$ cat config.mk
export PLATFORM = sky130hd
export DESIGN_NAME = grid_block_dispatcher
export DESIGN_NICKNAME = d
export VERILOG_FILES = /design/src/rtl/gbd_pkg.sv /design/src/rtl/gbd_sm_slot.sv /design/src/rtl/gbd_target_pick.sv /design/src/rtl/gbd_launch_ctrl.sv /design/src/rtl/grid_block_dispatcher.sv
export SDC_FILE = /design/constraint.sdc
export NUM_CORES = 1
export LEC_CHECK = 0
export BUFFER_PORTS_ARGS = -buffer_cell sky130_fd_sc_hd__buf_2
export CAP_MARGIN = 25
export CORE_ASPECT_RATIO = 0.75
export CORE_MARGIN = 5
export CORE_UTILIZATION = 30
export CTS_BUF_LIST = sky130_fd_sc_hd__clkbuf_4 sky130_fd_sc_hd__clkbuf_8
export DETAILED_ROUTE_END_ITERATION = 7
export REMOVE_ABC_BUFFERS = 1
export SYNTH_ARGS = -nofsm -noshare
export SYNTH_HDL_FRONTEND = slang
export SYNTH_SLANG_ARGS = --single-unit
$ cat constraint.sdc
create_clock -name clk -period 9.4 [get_ports clk]
set_input_delay 0.47 -clock clk [delete_from_list [all_inputs] [get_ports clk]]
set_output_delay 0.47 -clock clk [all_outputs]
set_load 0.02 [all_outputs]
$ cat src/rtl/gbd_pkg.sv
package gbd_pkg;

   typedef enum logic [0:0] {
      GBD_IDLE = 1'b0,
      GBD_RUN  = 1'b1
   } gbd_state_e;

   localparam int GBD_PICK_LOWEST = 0;
   localparam int GBD_PICK_ROTATE = 1;

endpackage

$ cat src/rtl/gbd_sm_slot.sv
module gbd_sm_slot #(
   parameter int MAX_BLK = 8,
   parameter int MAX_THR = 768,
   parameter int BLK_W   = 4,
   parameter int THR_W   = 10
) (
   input  logic             clk,
   input  logic             rst_n,
   input  logic             take,
   input  logic             free,
   input  logic [THR_W-1:0] req_thr,
   input  logic [THR_W-1:0] free_thr,
   output logic             fits
);

   logic [BLK_W-1:0] blk_cnt;
   logic [THR_W-1:0] thr_cnt;
   logic [THR_W:0]   thr_sum;

   // Room check on registered counts: a same-cycle free shows up next cycle.
   assign thr_sum = {1'b0, thr_cnt} + {1'b0, req_thr};
   assign fits    = (blk_cnt < BLK_W'(MAX_BLK)) &&
                    (thr_sum <= (THR_W+1)'(MAX_THR));

   always_ff @(posedge clk or negedge rst_n) begin
      if (!rst_n) begin
         blk_cnt <= '0;
         thr_cnt <= '0;
      end else begin
         blk_cnt <= blk_cnt + BLK_W'(take) - BLK_W'(free);
         thr_cnt <= thr_cnt + (take ? req_thr : '0) - (free ? free_thr : '0);
      end
   end

   a_r3_blk_cap : assert property (@(posedge clk) disable iff (!rst_n)
      blk_cnt <= BLK_W'(MAX_BLK));

   a_r4_thr_cap : assert property (@(posedge clk) disable iff (!rst_n)
      thr_cnt <= THR_W'(MAX_THR));

   a_r4_take_has_room : assert property (@(posedge clk) disable iff (!rst_n)
      take |-> fits);

   // Input rule: a retirement names a multiprocessor that holds a block.
   a_r6_free_resident : assert property (@(posedge clk) disable iff (!rst_n)
      free |-> (blk_cnt != '0) && (thr_cnt >= free_thr));

endmodule

$ cat src/rtl/gbd_target_pick.sv
module gbd_target_pick
   import gbd_pkg::*;
#(
   parameter int NUM_SM = 14,
   parameter int SM_W   = 4,
   parameter int MODE   = GBD_PICK_LOWEST
) (
   input  logic              clk,
   input  logic              rst_n,
   input  logic [NUM_SM-1:0] fits,
   input  logic              advance,
   output logic              any_fit,
   output logic [SM_W-1:0]   sel
);

   assign any_fit = |fits;

   generate
      if (MODE == GBD_PICK_ROTATE) begin : g_rotate
         logic [SM_W-1:0] ptr;

         always_comb begin
            int idx;
            sel = '0;
            for (int k = NUM_SM - 1; k >= 0; k--) begin
               idx = int'(ptr) + k;
               if (idx >= NUM_SM) idx = idx - NUM_SM;
               if (fits[idx]) sel = SM_W'(idx);
            end
         end

         always_ff @(posedge clk or negedge rst_n) begin
            if (!rst_n)       ptr <= '0;
            else if (advance) ptr <= (sel == SM_W'(NUM_SM - 1)) ? '0 : sel + 1'b1;
         end
      end else begin : g_lowest
         always_comb begin
            sel = '0;
            for (int k = NUM_SM - 1; k >= 0; k--) begin
               if (fits[k]) sel = SM_W'(k);
            end
         end
      end
   endgenerate

   a_r5_sel_fits : assert property (@(posedge clk) disable iff (!rst_n)
      any_fit |-> fits[sel]);

   a_r5_advance_legal : assert property (@(posedge clk) disable iff (!rst_n)
      advance |-> any_fit);

endmodule

$ cat src/rtl/gbd_launch_ctrl.sv
module gbd_launch_ctrl
   import gbd_pkg::*;
#(
   parameter int GRID_W  = 16,
   parameter int THR_W   = 10,
   parameter int OUT_W   = 7,
   parameter int MAX_THR = 768
) (
   input  logic              clk,
   input  logic              rst_n,
   input  logic              launch_valid,
   input  logic [GRID_W-1:0] launch_blocks,
   input  logic [THR_W-1:0]  launch_threads,
   input  logic              issue_fire,
   input  logic              retire,
   output logic              launch_ready,
   output logic              launch_err,
   output logic              grid_done,
   output logic              running,
   output logic              more,
   output logic [GRID_W-1:0] next_id,
   output logic [THR_W-1:0]  cur_thr
);

   gbd_state_e        state;
   logic [GRID_W-1:0] total;
   logic [OUT_W-1:0]  outstanding;
   logic              bad_launch;

   assign bad_launch   = (launch_blocks == '0) || (launch_threads == '0) ||
                         (launch_threads > THR_W'(MAX_THR));
   assign launch_ready = (state == GBD_IDLE);
   assign running      = (state == GBD_RUN);
   assign more         = (next_id != total);

   always_ff @(posedge clk or negedge rst_n) begin
      if (!rst_n) begin
         state       <= GBD_IDLE;
         total       <= '0;
         cur_thr     <= '0;
         next_id     <= '0;
         outstanding <= '0;
         launch_err  <= 1'b0;
         grid_done   <= 1'b0;
      end else begin
         launch_err <= 1'b0;
         grid_done  <= 1'b0;
         unique case (state)
            GBD_IDLE: begin
               if (launch_valid) begin
                  if (bad_launch) begin
                     launch_err <= 1'b1;
                  end else begin
                     state       <= GBD_RUN;
                     total       <= launch_blocks;
                     cur_thr     <= launch_threads;
                     next_id     <= '0;
                     outstanding <= '0;
                  end
               end
            end
            GBD_RUN: begin
               if (issue_fire) next_id <= next_id + 1'b1;
               outstanding <= outstanding + OUT_W'(issue_fire) - OUT_W'(retire);
               if (!more && (outstanding == '0)) begin
                  state     <= GBD_IDLE;
                  grid_done <= 1'b1;
               end
            end
            default: state <= GBD_IDLE;
         endcase
      end
   end

   a_r1_err_needs_idle_request : assert property (@(posedge clk) disable iff (!rst_n)
      launch_err |-> $past(launch_valid) && $past(state == GBD_IDLE));

   a_r1_err_one_cycle : assert property (@(posedge clk) disable iff (!rst_n)
      launch_err |=> !launch_err);

   a_r8_busy_no_err : assert property (@(posedge clk) disable iff (!rst_n)
      (running && launch_valid) |=> !launch_err);

   a_r7_done_once : assert property (@(posedge clk) disable iff (!rst_n)
      grid_done |=> !grid_done);

   a_r6_retire_pending : assert property (@(posedge clk) disable iff (!rst_n)
      retire |-> (outstanding != '0));

   a_r2_id_in_range : assert property (@(posedge clk) disable iff (!rst_n)
      running |-> (next_id <= total));

endmodule

$ cat src/rtl/grid_block_dispatcher.sv
module grid_block_dispatcher
   import gbd_pkg::*;
#(
   parameter int NUM_SM    = 14,
   parameter int MAX_BLK   = 8,
   parameter int MAX_THR   = 768,
   parameter int GRID_W    = 16,
   parameter int PICK_MODE = GBD_PICK_LOWEST,
   localparam int SM_W     = (NUM_SM > 1) ? $clog2(NUM_SM) : 1,
   localparam int THR_W    = $clog2(MAX_THR + 1),
   localparam int BLK_W    = $clog2(MAX_BLK + 1),
   localparam int OUT_W    = $clog2(NUM_SM * MAX_BLK + 1)
) (
   input  logic              clk,
   input  logic              rst_n,
   input  logic              launch_valid,
   input  logic [GRID_W-1:0] launch_blocks,
   input  logic [THR_W-1:0]  launch_threads,
   output logic              launch_ready,
   output logic              launch_err,
   output logic              issue_valid,
   input  logic              issue_ready,
   output logic [GRID_W-1:0] issue_blk_id,
   output logic [SM_W-1:0]   issue_sm,
   input  logic              done_valid,
   input  logic [SM_W-1:0]   done_sm,
   input  logic [THR_W-1:0]  done_threads,
   output logic              grid_done
);

   // Elaboration-time parameter checks.
   if (NUM_SM < 1) begin : g_bad_num_sm
      $error("grid_block_dispatcher: NUM_SM must be at least 1");
   end
   if (MAX_BLK < 1 || MAX_THR < 1) begin : g_bad_limits
      $error("grid_block_dispatcher: occupancy limits must be positive");
   end
   if (GRID_W < 1) begin : g_bad_grid_w
      $error("grid_block_dispatcher: GRID_W must be positive");
   end
   if (PICK_MODE != GBD_PICK_LOWEST && PICK_MODE != GBD_PICK_ROTATE) begin : g_bad_mode
      $error("grid_block_dispatcher: unknown PICK_MODE");
   end

   logic              running;
   logic              more;
   logic              any_fit;
   logic              issue_fire;
   logic [THR_W-1:0]  cur_thr;
   logic [NUM_SM-1:0] fits;
   logic [NUM_SM-1:0] take;
   logic [NUM_SM-1:0] free;

   gbd_launch_ctrl #(
      .GRID_W  (GRID_W),
      .THR_W   (THR_W),
      .OUT_W   (OUT_W),
      .MAX_THR (MAX_THR)
   ) u_ctrl (
      .clk            (clk),
      .rst_n          (rst_n),
      .launch_valid   (launch_valid),
      .launch_blocks  (launch_blocks),
      .launch_threads (launch_threads),
      .issue_fire     (issue_fire),
      .retire         (done_valid),
      .launch_ready   (launch_ready),
      .launch_err     (launch_err),
      .grid_done      (grid_done),
      .running        (running),
      .more           (more),
      .next_id        (issue_blk_id),
      .cur_thr        (cur_thr)
   );

   gbd_target_pick #(
      .NUM_SM (NUM_SM),
      .SM_W   (SM_W),
      .MODE   (PICK_MODE)
   ) u_pick (
      .clk     (clk),
      .rst_n   (rst_n),
      .fits    (fits),
      .advance (issue_fire),
      .any_fit (any_fit),
      .sel     (issue_sm)
   );

   assign issue_valid = running && more && any_fit;
   assign issue_fire  = issue_valid && issue_ready;

   for (genvar g = 0; g < NUM_SM; g++) begin : g_slot
      assign take[g] = issue_fire && (issue_sm == SM_W'(g));
      assign free[g] = done_valid && (done_sm == SM_W'(g));

      gbd_sm_slot #(
         .MAX_BLK (MAX_BLK),
         .MAX_THR (MAX_THR),
         .BLK_W   (BLK_W),
         .THR_W   (THR_W)
      ) u_slot (
         .clk      (clk),
         .rst_n    (rst_n),
         .take     (take[g]),
         .free     (free[g]),
         .req_thr  (cur_thr),
         .free_thr (done_threads),
         .fits     (fits[g])
      );
   end

   a_r2_hold_offer : assert property (@(posedge clk) disable iff (!rst_n)
      (issue_valid && !issue_ready) |=> issue_valid && $stable(issue_blk_id));

   a_r9_idle_quiet : assert property (@(posedge clk) disable iff (!rst_n)
      launch_ready |-> !issue_valid);

   a_r6_done_in_range : assert property (@(posedge clk) disable iff (!rst_n)
      done_valid |-> (int'(done_sm) < NUM_SM));

   a_r3_one_target : assert property (@(posedge clk) disable iff (!rst_n)
      $onehot0(take));

endmodule

==> results of run 1 <==
==> cells in the final DEF, fill, tap and decap left out, types with 14 or more instances in the layout <==
| cell type | count |
|---|---|
| fa_1 | 155 |
| o21bai_1 | 34 |
| dlygate4sd3_1 | 18 |
| o21a_1 | 29 |
| o211ai_1 | 23 |
| clkbuf_8 | 55 |
| nor3_1 | 30 |
| nor4_1 | 27 |
| buf_4 | 26 |
| buf_2 | 67 |
| xnor2_1 | 174 |
| a31oi_1 | 17 |
| a21oi_1 | 170 |
| nand2_1 | 255 |
| nand3_1 | 57 |
| nor2_1 | 112 |
| o21ai_0 | 100 |
| a21o_1 | 89 |
| clkbuf_4 | 14 |
| ha_1 | 346 |
| and2_1 | 136 |
| nand2b_1 | 27 |
| nor2b_1 | 37 |
| inv_1 | 509 |
| a211oi_1 | 25 |
| xor2_1 | 99 |
| and3_1 | 36 |
| dfrtp_1 | 240 |
==> registers in the layout, summed over array words and instances, names as in the netlist <==
signal	count
g_slot.u_slot.thr_cnt	140
g_slot.u_slot.blk_cnt	56
u_ctrl.next_id	16
u_ctrl.total	16
u_ctrl.cur_thr	10
u_ctrl.outstanding	7
u_ctrl.grid_done	1
u_ctrl.launch_err	1
u_ctrl.running	1
==> area by class of cell <==
type / count / area (um2)
flip-flops and latches: 248 / 6220
repair buffers: 113 / 753
clock inverters: 12 / 145
diodes: 3 / 7.51
multi-input cells: 2208 / 18300
well taps: 1152 / 1440
inverters: 513 / 1930
clock buffers: 69 / 862
fillers: 9088 / 58300
==> through the flow <==
step                      worst slack [ns]  cell area, um2
final                                 1.45           29700
after global placement                1.24           28400
after detailed placement              1.24           28400
after floorplan                       1.65           26400
after CTS                             1.14           29600
after global routing                 0.901           29600
==> cell usage after synthesis, drive strengths merged, types with 57 or more instances <==
cell type | instances | share of area (%)
xor2 | 99 | 3.2
fa | 155 | 12
nand3 | 57 | 1.1
nor2 | 113 | 1.6
ha | 346 | 16
o21ai | 104 | 2.0
and2 | 137 | 3.2
nand2 | 263 | 3.8
a21o | 89 | 2.5
inv | 512 | 7.2
dfrtp | 248 | 23
a21oi | 170 | 3.2
xnor2 | 174 | 5.7
==> layer usage <==
metal / global-route usage [%] / share of wire, %
met1: 23.9 / 50
met2: 21.7 / 38
met3: 4.43 / 10
met4: 3.47 / 2.0
met5: 0 / 0.017
==> power by group <==
group	leakage, nW	switching (mW)	internal, mW
clock	0.535	0.533	0.669
sequential	2.93	0.508	1.67
combinational	11.1	4.55	3.64
==> kinds of logic after synthesis <==
kind of cell / count (synthesis)
multiplexers: 11
flip-flops: 248
AND/OR/NAND/NOR: 805
AO/OA/AOI/OAI: 618
adder cells (fa/ha/maj): 501
XOR/XNOR: 273
buffers and inverters: 577
==> how the worst max path moves through the flow <==
stage / end / slack, ns / cells after the start
final: g_slot[4].u_slot.thr_cnt[9] / 1.45 / 29
after global routing: g_slot[12].u_slot.thr_cnt[9] / 0.90 / 28
after CTS: g_slot[12].u_slot.thr_cnt[9] / 1.14 / 27
after detailed placement: g_slot[12].u_slot.thr_cnt[9] / 1.24 / 27
after global placement: g_slot[12].u_slot.thr_cnt[9] / 1.24 / 27
after floorplan: g_slot[6].u_slot.thr_cnt[9] / 1.65 / 26
==> critical path: cells and delay by family (launching register included) <==
| family | cells | cell delay, ns |
|---|---|---|
| flops | 1 | 0.69 |
| compound gates | 13 | 3.22 |
| fa+ha+maj | 4 | 1.55 |
| xor+xnor | 2 | 0.30 |
| simple gates | 7 | 1.56 |
| buf+inv | 3 | 0.56 |
==> what timing repair did <==
item / 4_1_cts / 5_1_grt
hold buffers: 18 / 0
setup buffers: 0 / 0
endpoints found under the hold margin: 74 / 0
==> metrics, run 1 <==
Port Buf Inserts 68; clk root buf clkbuf_8; FFs w/ async S/R, synth 100%; clock sinks 248; Hold Path Origin launch_threads[9]; Hold Path Sink u_ctrl.cur_thr[9]; YS warnings 0; mux share of post-synthesis cell area 0.412%; FMAX 0.126 GHz; CTS Buf Count 45; Die H 268 um; Worst setup SP type flip-flop; Critical-path top delay cell dfrtp_1; largest family of logic cells by synthesized area adder cells; Synth Area in Compound Gates 15.8%; Worst-Skew Late Latency 0.66 ns; Vias per Instance 4.95; Synth Area in Adders 27.8%; CTS resizes 0; Max FO, Critical Path 16; Worst R2R Path Depth 29; DRT Pass-1 Iters 5; CP arrival 8.52 ns; antenna-violating nets left 0; worst reg2reg setup slack 1.45 ns; Critical Path Sink Type flip-flop; DR vias 21373; CTS tree done; routability cong. 0.884; total power 11.6 mW; CP dominant cell by count a21oi_1; largest net degree at the start of global routing 61; die area 95200 um2; CP max stage delay 0.69 ns; Chip Width 355 um; peak supply drop 0.229 mV; synth-to-layout area growth 11.0%; CTS clk-pin slew, worst paths 0.07 ns; hold crit path type in2reg; # DRC 0; Lkg Pwr 14.5 nW; aggregate global routing overflow 0; antenna violations before repair 7; Synth Instances 3033; Max-slew headroom 25.2%; DR WL/cell 17.3 um; Post-Synth Simple-Gate Area 15.5%; dpl hpwl 54800 um; fin nets 3675; GRT Resource Usage Total 15.7%; Initial Utilization 30.4%; setup violators final 0; Avg Inst Size Synth 8.81 um2; Critical R2R Capture g_slot[4].u_slot.thr_cnt[9]; FP Rows 94; Non-Filler Instances 4318; top_reg_cell synth dfrtp_1; period utilisation layout 84.6%; Yosys cell types 97; share of layout cells above drive strength 1 7.40%; worst hold slack 0.0809 ns; Critical Path RT 9.96 ns; initial DRC count 1833; crit path time final 7.95 ns; Final Max Slew Viols 0; RSZ-0062 raised after global routing false; max cap viols 0; Post-Syn Area 26700 um2; Seq/Total Area, Yosys 23.2%; worst hold path stage count 3; number of flops mapped to enable cells by yosys 0; Hold Fails Final Rpt 0; Clock H-tree levels 2; status completed; Worst-Margin Slew 1.12 ns; Setup CP Type reg2reg; clock skew 0.0388 ns; wirelength, routed 74700 um; origin of the critical flop-to-flop path u_ctrl.cur_thr[0]; Finished Core Util 33.7%; Synth Register Bits 248; Cells after DPL 4215; Pwr per Cell Area 390 nW/um2; Core Footprint 88000 um2; Clock Path Buffers 3; final setup TNS 0 ns; first-pass GRT wire length 118000 um; vias in the first global route 21034; CP startpoint u_ctrl.cur_thr[0]; IO Pins 69; Synth Area in XOR/XNOR 8.95%
Power figures use the tool's default switching activity.
==> inputs of run 2 (changes only) <==
clock period = 7.9 ns   (was 9.4 ns; I/O delays follow)
==> metrics, run 2 (synthesis results as in run 1) <==
status completed; total power 13.9 mW (+20%); Top reg by flops g_slot.u_slot.thr_cnt; Port Buf Inserts 68 (unchanged); Lkg Pwr 14.8 nW (+1.6%); Psw 6.72 mW (+20%); Clock H-tree levels 2 (unchanged); most common cell after layout, fill and taps aside inv_1; peak supply drop 0.186 mV (-19%); final setup TNS 0 ns (unchanged); setup violators final 0 (unchanged); most frequent cells in the layout 509 x inv_1, 346 x ha_1, 255 x nand2_1; hold crit path type in2reg; Worst setup SP type flip-flop; Vias per Instance 4.91 (-0.76%); initial DRC count 1817 (-0.87%); CTS resizes 0 (unchanged); DR WL/cell 17.1 um (-1.1%); fin nets 3718 (+1.2%); post-placement cell area 28700 um2 (+1.0%); aggregate global routing overflow 0 (unchanged); # DRC 0 (unchanged); max reg flops 140 (unchanged); largest net degree at the start of global routing 83 (+36%); clk root buf clkbuf_8; design area 30000 um2 (+1.2%); Cells after DPL 4248 (+0.78%); Initial Utilization 30.4% (unchanged); die area 95200 um2 (unchanged); Critical-path top delay cell and3_1; IO Pins 69 (unchanged); RSZ-0062 raised after global routing false; Comb power frac 71.6% (+0.8 points); Pwr per Cell Area 464 nW/um2 (+19%); period utilisation layout 91.1% (+6.5 points); Max-slew headroom 37.6% (+12 points); wirelength, routed 74600 um (about the same); antenna violations before repair 10 (+3); CP bufs+invs 3 (unchanged); Clock Path Buffers 3 (unchanged); crit-path leading delay family simple AND/OR/NAND/NOR gates; Non-Filler Instances 4365 (+1.1%); CP max stage delay 0.56 ns (-0.13 ns); Max FO, Critical Path 10 (-6); antenna-violating nets left 0 (unchanged); synth-to-layout area growth 12.4%; CTS tree done; crit path time final 7.20 ns (-0.756 ns); Chip Width 355 um (unchanged); Critical Path RT 8.47 ns (-1.49 ns); DR vias 21442 (+0.32%); GRT Resource Usage Total 15.8% (+0.089 points); CP dominant cell by count a21oi_1; CP arrival 7.77 ns (-0.75 ns); Final Max Slew Viols 0 (unchanged); routability cong. 0.919 (+3.9%); FP Rows 94 (unchanged); Clock power frac 10.4% (about the same); CTS Buf Count 46 (+2.2%); Critical Path Sink Type flip-flop; dpl ws 0.835 ns (-0.403 ns); FMAX 0.139 GHz (+11%); Worst-Skew Late Latency 0.66 ns (about the same); Regs by FF count g_slot.u_slot.thr_cnt (140), g_slot.u_slot.blk_cnt (56); clock sinks 248 (unchanged); first-pass GRT wire length 119000 um (+0.30%); Hold-fix buffers, CTS 27 (+9); sequential share of power 18.0% (-0.8 points); vias in the first global route 20973 (-0.29%); Die H 268 um (unchanged); Setup CP Type reg2reg; CTS clk-pin slew, worst paths 0.07 ns (about the same); share of layout cells above drive strength 1 8.48% (+1.1 points); internal power 7.21 mW (+21%); Hold Fails Final Rpt 0 (unchanged); Worst-Margin Slew 0.936 ns (-0.185 ns); clock skew 0.0182 ns (-0.0206 ns); Setup Buffers After CTS 0 (unchanged); dpl hpwl 55400 um (+1.1%); max cap viols 0 (unchanged); FILL cells 9084 (-0.044%); switching part of the total 48.2% (-0.10 points); final worst setup slack 0.703 ns (-0.744 ns); Core Footprint 88000 um2 (unchanged); DRT Pass-1 Iters 5 (unchanged)
==> run 2: cell count changes in the layout (fill, tap and decap cells not counted), moves of 3 or more <==
cell,previous run,this run
clkbuf_4,14,19
buf_12,0,3
clkbuf_8,55,59
buf_4,26,57
dlygate4sd3_1,18,27
==> run 2: cell type report <==
cell class	count	area (um2)	area share [%]
multi-input cells	2208	18300	61.0
flip-flops and latches	248	6220	20.7
inverters	513	1930	6.41
well taps	1152	1440	4.80
repair buffers	155	1110	3.69
clock buffers	78	955	3.18
clock inverters	7	60.1	0.200
diodes	4	10.0	0.0333
==> run 2: path summary, 6_finish.rpt <==
check                                                to                         from  slack, ns  cells after the start
hold / removal                        u_ctrl.cur_thr[0]            launch_threads[0]       0.22                      3
setup / recovery            g_slot[6].u_slot.thr_cnt[9]            u_ctrl.cur_thr[0]       0.70                     28
setup reg to reg            g_slot[6].u_slot.thr_cnt[9]            u_ctrl.cur_thr[0]       0.70                     28
max in group asynchronous   g_slot[1].u_slot.blk_cnt[0]                        rst_n       6.13                      3
min in group asynchronous  g_slot[11].u_slot.thr_cnt[9]                        rst_n       0.36                      2
hold reg to reg             g_slot[5].u_slot.blk_cnt[0]  g_slot[5].u_slot.blk_cnt[0]       0.48                      1
==> run 2: power groups by stage <==
stage | registers (mW) | clock network (mW) | logic [mW]
floorplan | 2.37 | 0 | 7.67
finish | 2.50 | 1.45 | 9.98
CTS | 2.50 | 1.50 | 9.93
detailed placement | 2.52 | 0 | 9.84
global route | 2.57 | 1.56 | 11.3
global placement | 2.51 | 0 | 9.71
==> run 2: layer usage <==
layer / vias to the layer above / GRT usage (%) / routed length, um / share of wire [%]
li1: 10438 / - / - / -
met1: 10199 / 23.9 / 37500 / 50
met2: 703 / 21.2 / 27700 / 37
met3: 98 / 5.48 / 7940 / 11
met4: 4 / 3.45 / 1450 / 1.9
met5: - / 0 / 20 / 0.027
==> run 2: per-stage QoR <==
step,util [%],hold slack (ns)
floorplan,-,0.0994
global placement,32.6,0.463
detailed placement,32.6,0.469
CTS,34.1,0.152
global route,34.1,0.188
finish,34.1,0.217
==> run 2: worst register-to-register path: cells and delay by family, from the launching register on <==
kind            cells  cell delay (ns)
simple gates        9             2.22
compound gates     10             2.18
fa+ha+maj           4             1.49
flops               1             0.53
buf+inv             3             0.43
xor+xnor            2             0.28
